## src/rtl/lane_mapper.sv

```systemverilog
module lane_mapper #(
  parameter int DUMMY_STEPS = 4
) (
  input  logic        clk,
  input  logic        rst_n,
  input  logic        start_i,
  input  logic        dir_i,
  input  logic [1:0]  mode_i,
  input  logic        dummy_i,
  input  logic        step_i,
  input  logic [7:0]  tx_byte_i,
  input  logic [3:0]  lane_in_i,
  output logic [3:0]  lane_out_o,
  output logic [3:0]  lane_oe_o,
  output logic        byte_done_o,
  output logic        field_done_o,
  output logic        busy_o,
  output logic [23:0] addr_o,
  output logic [7:0]  mode_byte_o
);
  localparam int OUT_BITS = 8;
  localparam int IN_BITS  = 32;
  localparam int CW = $clog2(IN_BITS + 1);
  localparam int DW = $clog2(DUMMY_STEPS + 1);

  logic          busy_q, dir_q;
  logic [1:0]    wide_q;
  logic [CW-1:0] cnt_q, wbits;
  logic [DW-1:0] dcnt_q;
  logic [31:0]   sh_q, sh_next;
  logic [3:0]    mask, data;
  logic          advance, in_dummy, bit_step, last, drive;

  always_comb begin
    case (wide_q)
      2'b10: begin
        wbits = CW'(4); mask = 4'b1111; data = sh_q[31:28];
        sh_next = {sh_q[27:0], lane_in_i};
      end
      2'b01: begin
        wbits = CW'(2); mask = 4'b0011; data = {2'b00, sh_q[31:30]};
        sh_next = {sh_q[29:0], lane_in_i[1:0]};
      end
      default: begin
        wbits = CW'(1); mask = 4'b0001; data = {3'b000, sh_q[31]};
        sh_next = {sh_q[30:0], lane_in_i[0]};
      end
    endcase
  end

  assign advance  = busy_q & step_i & ~start_i;
  assign in_dummy = dcnt_q != '0;
  assign bit_step = advance & ~in_dummy;
  assign last     = cnt_q == wbits;

  assign byte_done_o  = bit_step & (cnt_q[2:0] == wbits[2:0]);
  assign field_done_o = bit_step & last;
  assign busy_o       = busy_q;

  assign drive      = busy_q & ~dir_q & ~in_dummy;
  assign lane_oe_o  = drive ? mask : 4'b0000;
  assign lane_out_o = drive ? (data & mask) : 4'b0000;

  assign addr_o      = sh_q[31:8];
  assign mode_byte_o = sh_q[7:0];

  always_ff @(posedge clk or negedge rst_n) begin
    if (!rst_n) begin
      busy_q <= 1'b0;
      dir_q  <= 1'b0;
      wide_q <= 2'b00;
      cnt_q  <= '0;
      dcnt_q <= '0;
      sh_q   <= '0;
    end else if (start_i) begin
      busy_q <= 1'b1;
      dir_q  <= dir_i;
      wide_q <= mode_i[1] ? 2'b10 : (mode_i[0] ? 2'b01 : 2'b00);
      cnt_q  <= dir_i ? CW'(IN_BITS) : CW'(OUT_BITS);
      dcnt_q <= (!dir_i && mode_i[1] && dummy_i) ? DW'(DUMMY_STEPS) : '0;
      sh_q   <= dir_i ? 32'h0 : {tx_byte_i, 24'h0};
    end else if (advance) begin
      if (in_dummy) begin
        dcnt_q <= dcnt_q - 1'b1;
      end else begin
        sh_q  <= sh_next;
        cnt_q <= cnt_q - wbits;
        if (last) busy_q <= 1'b0;
      end
    end
  end
endmodule


```

## config.mk

```make
export PLATFORM = sky130hd
export DESIGN_NAME = lane_mapper
export DESIGN_NICKNAME = d
export VERILOG_FILES = /design/src/rtl/lane_mapper.sv
export SDC_FILE = /design/constraint.sdc
export NUM_CORES = 1
export LEC_CHECK = 0
export BUFFER_PORTS_ARGS = -buffer_cell sky130_fd_sc_hd__buf_2
export CAP_MARGIN = 20
export CORE_AREA = 3 3 92 94
export CTS_BUF_LIST = sky130_fd_sc_hd__clkbuf_8
export CTS_CLUSTER_SIZE = 10
export DETAILED_ROUTE_END_ITERATION = 16
export DIE_AREA = 0 0 95 97
export MAX_ROUTING_LAYER = met4
export RECOVER_POWER = 100
export SLEW_MARGIN = 10
export SYNTH_ARGS = -nofsm -noshare
export SYNTH_HDL_FRONTEND = slang
export SYNTH_SLANG_ARGS = --single-unit
export TNS_END_PERCENT = 20
```

## constraint.sdc

```tcl
create_clock -name clk -period 2.69 [get_ports clk]
set_input_delay 0.269 -clock clk [delete_from_list [all_inputs] [get_ports clk]]
set_output_delay 0.269 -clock clk [all_outputs]
set_load 0.01 [all_outputs]
```

After elaboration in Yosys (flattened, before gate mapping)
Cells that the tools add are included.
Word-level totals
  input port bits: 20
  latch bits: 0
  bits in writable memories: 0
  output and inout bits: 43
  word-level logic and storage cells: 58
  memories kept: 0
  flip-flop bits (word level): 45
  ROM bits: 0
Operators by class
  bitwise logic cells: 11
  shift-type cells: 0
  order comparisons: 0
  multiply operators: 0
  reductions and logical operators: 10
  equal/unequal tests: 5
  add/sub/neg operators: 2
  div/mod/pow operators: 0
  multiplexer cells: 24
Operators by type and width (number)
  32-bit two-way mux: 4
  32-bit one-hot mux with 2 select lines: 1
  6-bit two-way mux: 4
  4-bit one-hot mux with 2 select lines: 2
  3-bit two-way mux: 4
  4-bit two-way mux: 2
  1-bit bitwise AND: 7
  6-bit == test: 1
  3-bit one-hot mux with 2 select lines: 1
  2-bit nonzero test: 3
  6-bit subtractor: 1
  1-bit two-way mux: 5
  4-bit bitwise AND: 1
  2-bit AND reduction: 2
  3-bit == test: 1
  1-bit NOT: 3
  3-bit AND reduction: 1
  3-bit nonzero test: 1
  3-bit by 1-bit subtractor with 3-bit output, second input constant: 1
  2-bit by 1-bit == test with 1-bit output, second input constant: 1
  2-bit == test, second input constant: 1
  1-bit logical AND: 2
  2-bit two-way mux: 1
  2-bit inequality test, second input constant: 1
  1-bit zero test: 1

Longest topological paths before layout
Gate-level depths: netlist of run 1.
  depth after elaboration: 7
  depth in mapped cells: 9

Worst setup path after synthesis of run 1
OpenSTA, ideal clock, no wires.
  path type: register -> register
  from: register wide_q[0]
  to: register cnt_q[4]
  path buffers: 0
  required time: 2.559 ns
  setup time: 0.131 ns
  arrival: 1.862 ns
  stages on the path, launching flop included: 9
  period minus slack after synthesis: 1.993 ns
  slack: 0.697 ns
  cell sequence: dfrtp_1 > inv_1 > ha_1 > ha_1 > inv_1 > fa_1 > a2111oi_2 > xnor2_1 > nor2_1
Between the ends
  longest elaborated chain between the ends: 6
Ends and longest elaborated chain
  start: declaration: line 27  | logic [1:0] wide_q;
  start signal: assignment: line 78  | wide_q <= mode_i[1] ? 2'b10 : (mode_i[0] ? 2'b01 : 2'b00);
  2-bit by 1-bit == test with 1-bit output / 2-bit == test (equally long branches): line 35  | case (wide_q)
  3-bit one-hot mux with 2 select lines *: line 35
  6-bit subtractor *: line 87  | cnt_q <= cnt_q - wbits;
  6-bit two-way mux *: line 83  | if (in_dummy) begin
  6-bit two-way mux *: line 82  | end else if (advance) begin
  6-bit two-way mux *: line 75  | end else if (start_i) begin
  end signal: assignment: line 79  | cnt_q <= dir_i ? CW'(IN_BITS) : CW'(OUT_BITS);
  end signal: assignment: line 87
  end: declaration: line 28  | logic [CW-1:0] cnt_q, wbits;
Every way passes the cells marked *; elsewhere a longest branch is shown, timed or not. The select of a mux whose other input is x is not followed.
A chain may end at the register's enable or synchronous reset.

Worst setup path in the final report of run 1
  from: register wide_q[0]
  to: output port field_done_o
Between the ends
  longest elaborated chain between the ends: 4
Ends and longest elaborated chain
  2-bit by 1-bit == test with 1-bit output / 2-bit == test (equally long branches): line 35
  3-bit one-hot mux with 2 select lines *: line 35
  6-bit == test *: line 54  | assign last = cnt_q == wbits;
  1-bit bitwise AND *: line 57  | assign field_done_o = bit_step & last;
  end: declaration: line 16  | output logic field_done_o,
Every way passes the cells marked *; elsewhere a longest branch is shown, timed or not.

==> results of run 1 <==
-- critical path, cell delays in order (launching register included) --
cell      delay [ns]
dfrtp_1         0.41
inv_1           0.11
ha_2            0.29
ha_1            0.29
nand3_1         0.10
or4_1           0.43
nor2_1          0.13
clkbuf_1        0.18
-- state kept, by name, summed over array words and instances, names as in the netlist --
register,count
cnt_q,6
dcnt_q,3
busy_o,1
wide_q,2
sh_q,32
dir_q,1
-- metal layers --
layer | wire length [µm] | track usage | vias up
li1 | - | - | 1201
met4 | 118 | 0.0444 | 0
met2 | 3430 | 0.243 | 47
met3 | 212 | 0.0202 | 9
met1 | 3270 | 0.228 | 1179
met5 | 0 | - | -
-- kinds of logic after synthesis --
logic type,Yosys count
mux,1
fa+ha+maj,11
flops,45
xor+xnor,4
compound gates,110
buf+inv,40
simple gates,98
-- what timing repair did --
| action | in CTS | in global routing |
|---|---|---|
| hold endpoints to repair | 0 | 20 |
| hold buffers | 0 | 1 |
| resized for setup | 0 | 0 |
-- power by group through the flow --
stage	combinational [W]	clock [W]	sequential, W
final	0.000690	0.000533	0.000862
after global routing	0.000787	0.000575	0.000882
after CTS	0.000747	0.000544	0.000862
after detailed placement	0.000744	0	0.000873
after global placement	0.000728	0	0.000875
after floorplan	0.000534	0	0.000867
-- cells in the final DEF (no fill, tap or decap), types with 3 or more instances in the layout --
master,instances
dfrtp_1,45
nand2_1,34
a222oi_1,4
and3_1,3
buf_4,4
a211oi_1,4
a221oi_1,4
a22oi_1,28
buf_2,19
nor2_1,36
nor3_1,6
clkbuf_8,5
a21oi_1,29
o21ai_0,30
ha_1,9
o21ai_1,7
nor2b_1,6
inv_1,13
clkbuf_2,3
clkbuf_1,43
xnor2_1,4
-- path summary, 6_finish.rpt --
kind,from,endpoint,slack (ns),cells past startpoint
setup / recovery,wide_q[0]$_DFFE_PN0P_,field_done_o,0.17,7
hold / removal,dir_i,cnt_q[3]$_DFFE_PN0P_,0.17,2
setup reg to reg,dcnt_q[0]$_DFFE_PN0P_,sh_q[17]$_DFFE_PN0P_,0.28,7
hold reg to reg,cnt_q[0]$_DFFE_PN0P_,cnt_q[0]$_DFFE_PN0P_,0.50,2
max in group asynchronous,rst_n,sh_q[5]$_DFFE_PN0P_,0.76,3
min in group asynchronous,rst_n,cnt_q[5]$_DFFE_PN0P_,0.70,2
-- area by class of cell --
type	count	share of cell area
Timing Repair Buffer	71	0.104
Clock inverter	3	0.0152
Inverter	13	0.0160
Sequential cell	45	0.369
Clock buffer	5	0.0225
Tap cell	102	0.0418
Multi-Input combinational cell	224	0.432
-- stage by stage --
stage / hold slack (ns) / worst slack, ns / instances
finish: 0.171 / 0.170 / 463
global route: 0.185 / 0.0249 / 463
CTS: 0.166 / 0.196 / 461
detailed placement: 0.483 / 0.541 / 453
global placement: 0.480 / 0.608 / 453
floorplan: -0.0266 / 0.697 / 309
==> results.toml, run 1 <==
[sta]
tightest_slew_ns = 1.14
finClkSkew_ns = 0.00440
setup_violations = 0
max_slew_margin = 0.239
fin_tns_setup_ns = 0
period_share = 0.937
drv_slew = 0
rsz0062_at_grt = "false"
fmax_mhz = 397
hold_violations = 0
period_minus_slack_ns = 2.52

[synth]
synth.most_common_cell = "dfrtp_1"
synthXorXnorAreaFrac = 0.0132
postSynth.asyncResetShare = 1.00
synthCells = 309
postSynthAreaPerCell_um2 = 8.60
synth_compound_area_frac = 0.258
synth_common_cells = "45 x dfrtp_1, 36 x nor2_1, 34 x nand2_1"
synth_top_family_by_area = "compound AO/OA/AOI/OAI gates"
synth_simple_gate_area_frac = 0.176
synth.net_count = 340
yosys_register_bits = 45
netlist_top_cells_area = "dfrtp_1 42%, a22oi_1 7.9%, a21oi_1 5.5%"
synth_top_area_share = 0.424
yosysSeqAreaShare = 0.424
yosysWarnings = 0
ys.flop_type = "dfrtp_1"
synth_edf_count = 0
yosys.area_share.adder = 0.0546
synthMuxAreaShare = 0.00424
syn_area_um2 = 2660
synth.distinct_cells = 36
synth_top_area_cell = "dfrtp_1"

[detailed_routing]
first_pass_iters = 4
drc = 0
routed_wl_mm = 7.03
postRouteAntennaNets = 0
via_count = 2436
avgViaCountPerCell = 5.26
wire_per_inst_um = 15.2
first_iter_violations = 154

[final_layout]
area_growth_pct = 15.0
stdcell_area_um2 = 3060
multi_input_area_um2 = 1320
fin_nets = 391
drive_above_1_share = 0.105
fin_util = 0.395
final-seq-area_um2 = 1130
antennaDiodeCount = 0
fillCellCount = 817

[global_routing]
overflow = 0
grt_pass1_vias = 2257
track_usage = 0.161
antenna_found_initial = 0
grt_pass1_wl_mm = 11.7
grt_max_degree = 67

[power_and_ir_drop]
swShare = 0.382
p_clk_frac = 0.256
power.density_nw_per_um2 = 682
power_w = 0.00209
vdd_drop_max_mv = 0.233
power.leakage_nw = 1.25
comb_power_share = 0.331
p_int_w = 0.00129
switching_power_w = 0.000796
seq_power_share = 0.413

[clock_tree]
cts_tree = "done"
htree_num_levels = 2
path_clk_slew_ns = 0.09
root_buffer = "clkbuf_8"
cts.sinks = 45
post_cts_buffers = 0
cts_buffers = 5
clk_latency_ns = 0.30
cts.path.max_buffers = 2

[min_path]
worstHoldPathType = "primary input to flop"

[setup_path]
worstPathArrival_ns = 2.25
endpoint_kind = "output pin"
cp.required_ns = 2.42
startpoint_type = "flop"
cp_max_fo = 3
worst-setup-path-type = "flop to output pin"

[place]
hpwl_mm = 4.93
port_buffers = 62
placed_cell_area_um2 = 3010
gp_congestion = 0.777

[floorplan]
dieHeight_um = 97
rows = 32
core-area_um2 = 7730
dieArea_um2 = 9220
dieWidth_um = 95
io_pins = 63
start_util = 0.344

[flow_run]
cap_violations = 0

[run_status]
status = "complete, no violations"
No activity file was read; power rests on OpenSTA's default activity.
==> inputs of run 2 (changes only) <==
clock period = 2.2 ns   (was 2.69 ns; I/O delays follow)
==> run 2 against run 1 <==
  * The flow now finishes with violations (setup timing)
  * Register-to-register slack lost 0.19 ns
  * Flip-flop and latch count is the same
  * Design area grew 5.9%
  * Clock skew grew 0.010 ns
  * Via count grew 0.16%
  * Clock power grew 44%
  * Global-route usage grew 0.67 points
  * Critical path depth is the same
  * Total power grew 36%
  * Critical endpoint unchanged
  * Count of clock-buffer cells in the layout is the same
  * Non-clock buffer count grew 7
==> results.toml, run 2 (same netlist as run 1, synthesis figures left out) <==
[final_layout]
layout_common_cells = "45 x dfrtp_1, 38 x clkbuf_1, 35 x nor2_1"
reg_top3 = "sh_q: 32 flops, cnt_q: 6 flops, dcnt_q: 3 flops"
drive_above_1_share = 0.168
final-seq-area_um2 = 1130
regMostFlops = "sh_q"
area_growth_pct = 21.8
fin_nets = 398
multi_input_area_um2 = 1420
largest_reg_flops = 32
final_common_cell = "dfrtp_1"
fillCellCount = 811
antennaDiodeCount = 0
fin_util = 0.419

[sta]
max_slew_margin = 0.160
setup_violations = 1
period_minus_slack_ns = 2.30
rsz0062_at_grt = "true"
fmax_mhz = 434
hold_violations = 0
period_share = 1.05
tightest_slew_ns = 1.26
setup_slack_ns = -0.104
drv_slew = 0
fin_tns_setup_ns = -0.104
finClkSkew_ns = 0.0144

[clock_tree]
cts_tree = "done"
cts_buffers = 5
clk_latency_ns = 0.31
path_clk_slew_ns = 0.09
root_buffer = "clkbuf_8"
htree_num_levels = 2
cts.sinks = 45
cts.path.max_buffers = 2

[floorplan]
dieArea_um2 = 9220
core-area_um2 = 7730
io_pins = 63
start_util = 0.344
dieHeight_um = 97
rows = 32
dieWidth_um = 95

[global_routing]
grt_pass1_wl_mm = 12.1
track_usage = 0.168
grt_max_degree = 67
grt_pass1_vias = 2394
overflow = 0
antenna_found_initial = 0

[power_and_ir_drop]
switching_power_w = 0.00104
vdd_drop_max_mv = 0.296
swShare = 0.366
power.leakage_nw = 1.34
p_int_w = 0.00179
p_clk_frac = 0.270
seq_power_share = 0.379
comb_power_share = 0.350
power.density_nw_per_um2 = 874

[place]
port_buffers = 62
gp_congestion = 0.824
hpwl_mm = 5.05

[detailed_routing]
first_iter_violations = 166
wire_per_inst_um = 15.7
routed_wl_mm = 7.36
postRouteAntennaNets = 0
first_pass_iters = 4
drc = 0
via_count = 2440
avgViaCountPerCell = 5.19

[flow_run]
cap_violations = 0

[run_status]
status = "finished, violations left"
failed_checks = "setup timing"

[setup_path]
endpoint_kind = "output pin"
startpoint_type = "flop"
cp.required_ns = 1.98
worst-setup-path-type = "flop to output pin"
worstPathArrival_ns = 2.08
cp_max_fo = 3

[min_path]
worstHoldPathType = "primary input to flop"
## run 2: cell types whose count changed in the layout (fill, tap and decap cells not counted), sizes merged
cell      before  now
inv           13   14
clkbuf        52   48
clkinvlp       1    0
clkinv         1    0
buf           23   34
bufinv         1    2
## run 2: cell type report
cell class | count | share of cell area
Inverter | 13 | 0.0151
Multi-Input combinational cell | 224 | 0.439
Tap cell | 102 | 0.0394
Clock inverter | 3 | 0.0213
Clock buffer | 5 | 0.0213
Sequential cell | 45 | 0.348
Timing Repair Buffer | 78 | 0.116
## run 2: through the flow
step | cell area, µm² | instances | hold slack [ns] | total power, W | worst slack (ns)
5_1_grt | 3240 | 470 | 0.108 | 0.00301 | -0.181
2_1_floorplan | 2660 | 309 | -0.0756 | 0.00171 | 0.207
3_5_place_dp | 3040 | 457 | 0.227 | 0.00198 | 0.107
3_3_place_gp | 3040 | 457 | 0.229 | 0.00196 | 0.148
4_1_cts | 3280 | 470 | 0.0996 | 0.00283 | -0.126
6_report | 3240 | 470 | 0.107 | 0.00283 | -0.104
## run 2: layer usage
layer,GRT usage,vias up,share of wire
li1,-,1209,-
met1,0.220,1168,0.45
met2,0.270,54,0.49
met3,0.0210,9,0.041
met4,0.0511,0,0.017
met5,-,-,0
## run 2: critical path: stages (launching register included)
cell and delay, ns:
dfrtp_1 0.41, buf_4 0.15, ha_4 0.22, ha_4 0.27
nand3_2 0.07, or4_4 0.42, nor2_2 0.09, buf_2 0.13
## run 2: path summary, 6_finish.rpt
check / startpoint / to / slack (ns) / cells after the start
setup reg to reg: wide_q[1]$_DFFE_PN0P_ / cnt_q[4]$_DFFE_PN0P_ / 0.09 / 8
setup / recovery: wide_q[1]$_DFFE_PN0P_ / field_done_o / -0.10 / 7
max in group asynchronous: rst_n / sh_q[20]$_DFFE_PN0P_ / 0.46 / 3
hold / removal: dir_i / cnt_q[3]$_DFFE_PN0P_ / 0.11 / 2
hold reg to reg: cnt_q[0]$_DFFE_PN0P_ / cnt_q[0]$_DFFE_PN0P_ / 0.52 / 2
min in group asynchronous: rst_n / sh_q[27]$_DFFE_PN0P_ / 0.70 / 2
## run 2: what timing repair did
action | in CTS | in global routing
endpoints found under the setup margin | 4 | 8
hold endpoints to repair | 20 | 0
pin swaps | 2 | 2
buffers inserted | 4 | 0
hold buffers | 1 | 0
resized for setup | 9 | 8
## run 2: power groups by stage
stage / sequential, W / combinational [W] / clock, W
after floorplan: 0.00106 / 0.000653 / 0
after global placement: 0.00107 / 0.000895 / 0
after detailed placement: 0.00107 / 0.000905 / 0
after CTS: 0.00106 / 0.000987 / 0.000781
after global routing: 0.00109 / 0.00111 / 0.000808
final: 0.00107 / 0.000990 / 0.000765
==> inputs of run 3 (changes only) <==
CORE_AREA = 3 3 102 84   (was 3 3 92 94)
DIE_AREA = 0 0 105 87   (was 0 0 95 97)
==> run 3 against run 2 <==
  * The run still ends with setup timing left
  * Global-route usage fell by 0.51 points
  * Combinational power barely moved
  * Setup slack improved by 0.079 ns
  * First-iteration DRC count fell by 16%
  * Critical path depth did not move
  * Flip-flop and latch count did not move
  * Largest power group unchanged
==> results.toml, run 3 (same netlist as run 1, synthesis figures left out) <==
[run_status]
status = "finished, violations left"
failed_checks = "setup timing"

[clock_tree]
cts.path.max_buffers = 2
htree_num_levels = 2
cts.sinks = 45
cts_tree = "done"
root_buffer = "clkbuf_8"
cts_buffers = 5
clk_latency_ns = 0.30
hold_buffers = 0
path_clk_slew_ns = 0.09

[setup_path]
worst_path_largest_cell_delay_ns = 0.42
worstPathArrival_ns = 2.01
worst-setup-path-type = "flop to output pin"
cp.required_ns = 1.98
reg2reg_depth = 6
critPathSlowestCell = "or4_4"
crit_path_frequent_cell = "ha_4"
cp_max_fo = 3
startpoint_type = "flop"
endpoint_kind = "output pin"
path_cells = "inv_2, ha_4, ha_4, nand3_2, or4_4, nor2_2, buf_2"

[detailed_routing]
first_iter_violations = 139
routed_wl_mm = 7.16
drc = 0
wire_per_inst_um = 15.1
postRouteAntennaNets = 0
via_count = 2495
avgViaCountPerCell = 5.27
first_pass_iters = 4

[floorplan]
core-area_um2 = 7500
dieHeight_um = 87
dieWidth_um = 105
dieArea_um2 = 9140
start_util = 0.354
rows = 28
io_pins = 63

[final_layout]
layout_common_cells = "44 x dfrtp_1, 34 x nor2_1, 34 x nand2_1, 34 x clkbuf_1, 29 x a21oi_1"
drive_above_1_share = 0.201
stdcell_area_um2 = 3220
largest_reg_flops = 32
final_common_cell = "dfrtp_1"
antennaDiodeCount = 0
area_growth_pct = 21.2
fillCellCount = 766
fin_nets = 398
regMostFlops = "sh_q"
reg_top3 = "sh_q: 32 flops, cnt_q: 6 flops, dcnt_q: 3 flops"

[place]
placed_cell_area_um2 = 3030
gp_congestion = 0.787
port_buffers = 62
hpwl_mm = 4.94

[power_and_ir_drop]
vdd_drop_max_mv = 0.273
power.density_nw_per_um2 = 816
power.leakage_nw = 1.33

[sta]
period_share = 1.01
rsz0062_at_grt = "true"
finClkSkew_ns = 0.0128
hold_violations = 0
period_minus_slack_ns = 2.23
max_slew_margin = 0.238
setup_slack_ns = -0.0252
tightest_slew_ns = 1.14
fin_tns_setup_ns = -0.0252
fmax_mhz = 449
drv_slew = 0
setup_violations = 1

[min_path]
worstHoldPathType = "primary input to flop"
worstHoldPathCells = 2

[global_routing]
track_usage = 0.163
overflow = 0
grt_pass1_vias = 2304
grt_max_degree = 67
grt_pass1_wl_mm = 11.7
antenna_found_initial = 0

[flow_run]
cap_violations = 0
## run 3: changes by cell type in the layout (fill, tap and decap cells not counted), sizes merged
cell / before / now
clkbuf: 48 / 44
dlygate4sd3: 1 / 0
bufinv: 2 / 0
clkinv: 0 / 1
inv: 14 / 13
buf: 34 / 41
## run 3: power by group
| part | total, W | internal (W) | switching [W] | leakage, nW |
|---|---|---|---|---|
| Clock | 0.000564 | 0.000284 | 0.000280 | 0.0542 |
| Combinational | 0.000993 | 0.000409 | 0.000584 | 0.672 |
| Sequential | 0.00107 | 0.000933 | 0.000139 | 0.600 |
## run 3: metal layers
metal  track usage  vias up  routed length, µm
li1              -     1214                  -
met1         0.229     1190               3450
met2         0.237       79               3250
met3        0.0311       12                355
met4        0.0524        0                108
met5             -        -                  0
## run 3: what timing repair did
action / 4_1_cts / 5_1_grt
pin swaps: 8 / 3
endpoints found under the setup margin: 4 / 7
resized for setup: 15 / 9
buffers inserted: 7 / 0
## run 3: worst paths after layout
path	from	slack, ns	end
setup reg to reg	dcnt_q[0]$_DFFE_PN0P_	0.06	sh_q[23]$_DFFE_PN0P_
setup / recovery	wide_q[0]$_DFFE_PN0P_	-0.03	field_done_o
hold reg to reg	dir_q$_DFFE_PN0P_	0.53	dir_q$_DFFE_PN0P_
min in group asynchronous	rst_n	0.21	dcnt_q[1]$_DFFE_PN0P_
hold / removal	dir_i	0.12	cnt_q[3]$_DFFE_PN0P_
max in group asynchronous	rst_n	1.20	wide_q[1]$_DFFE_PN0P_
## run 3: stage by stage
stage          hold slack (ns)  cells  power [W]   util  worst slack (ns)
2_1_floorplan          -0.0756    309    0.00171      -             0.207
3_5_place_dp             0.352    458    0.00197  0.404            0.0935
6_report                 0.121    473    0.00263  0.430           -0.0252
5_1_grt                  0.125    473    0.00281  0.430            -0.117
3_3_place_gp             0.351    458    0.00195  0.404             0.155
4_1_cts                 0.0262    473    0.00266  0.435           -0.0957
## run 3: cell type report
class / instances / area (µm²) / share of cell area
Clock buffer: 7 / 96.3 / 0.0299
Sequential cell: 45 / 1130 / 0.350
Clock inverter: 1 / 5.00 / 0.00155
Inverter: 13 / 51.3 / 0.0159
Multi-Input combinational cell: 224 / 1430 / 0.443
Timing Repair Buffer: 78 / 384 / 0.119
Tap cell: 105 / 131 / 0.0408
## run 3: worst max-delay path: cells and delay by family (launching register included)
family	cells	cell delay, ns
buffers and inverters	2	0.25
flip-flops	1	0.39
adder cells (fa/ha/maj)	2	0.49
AND/OR/NAND/NOR	3	0.57
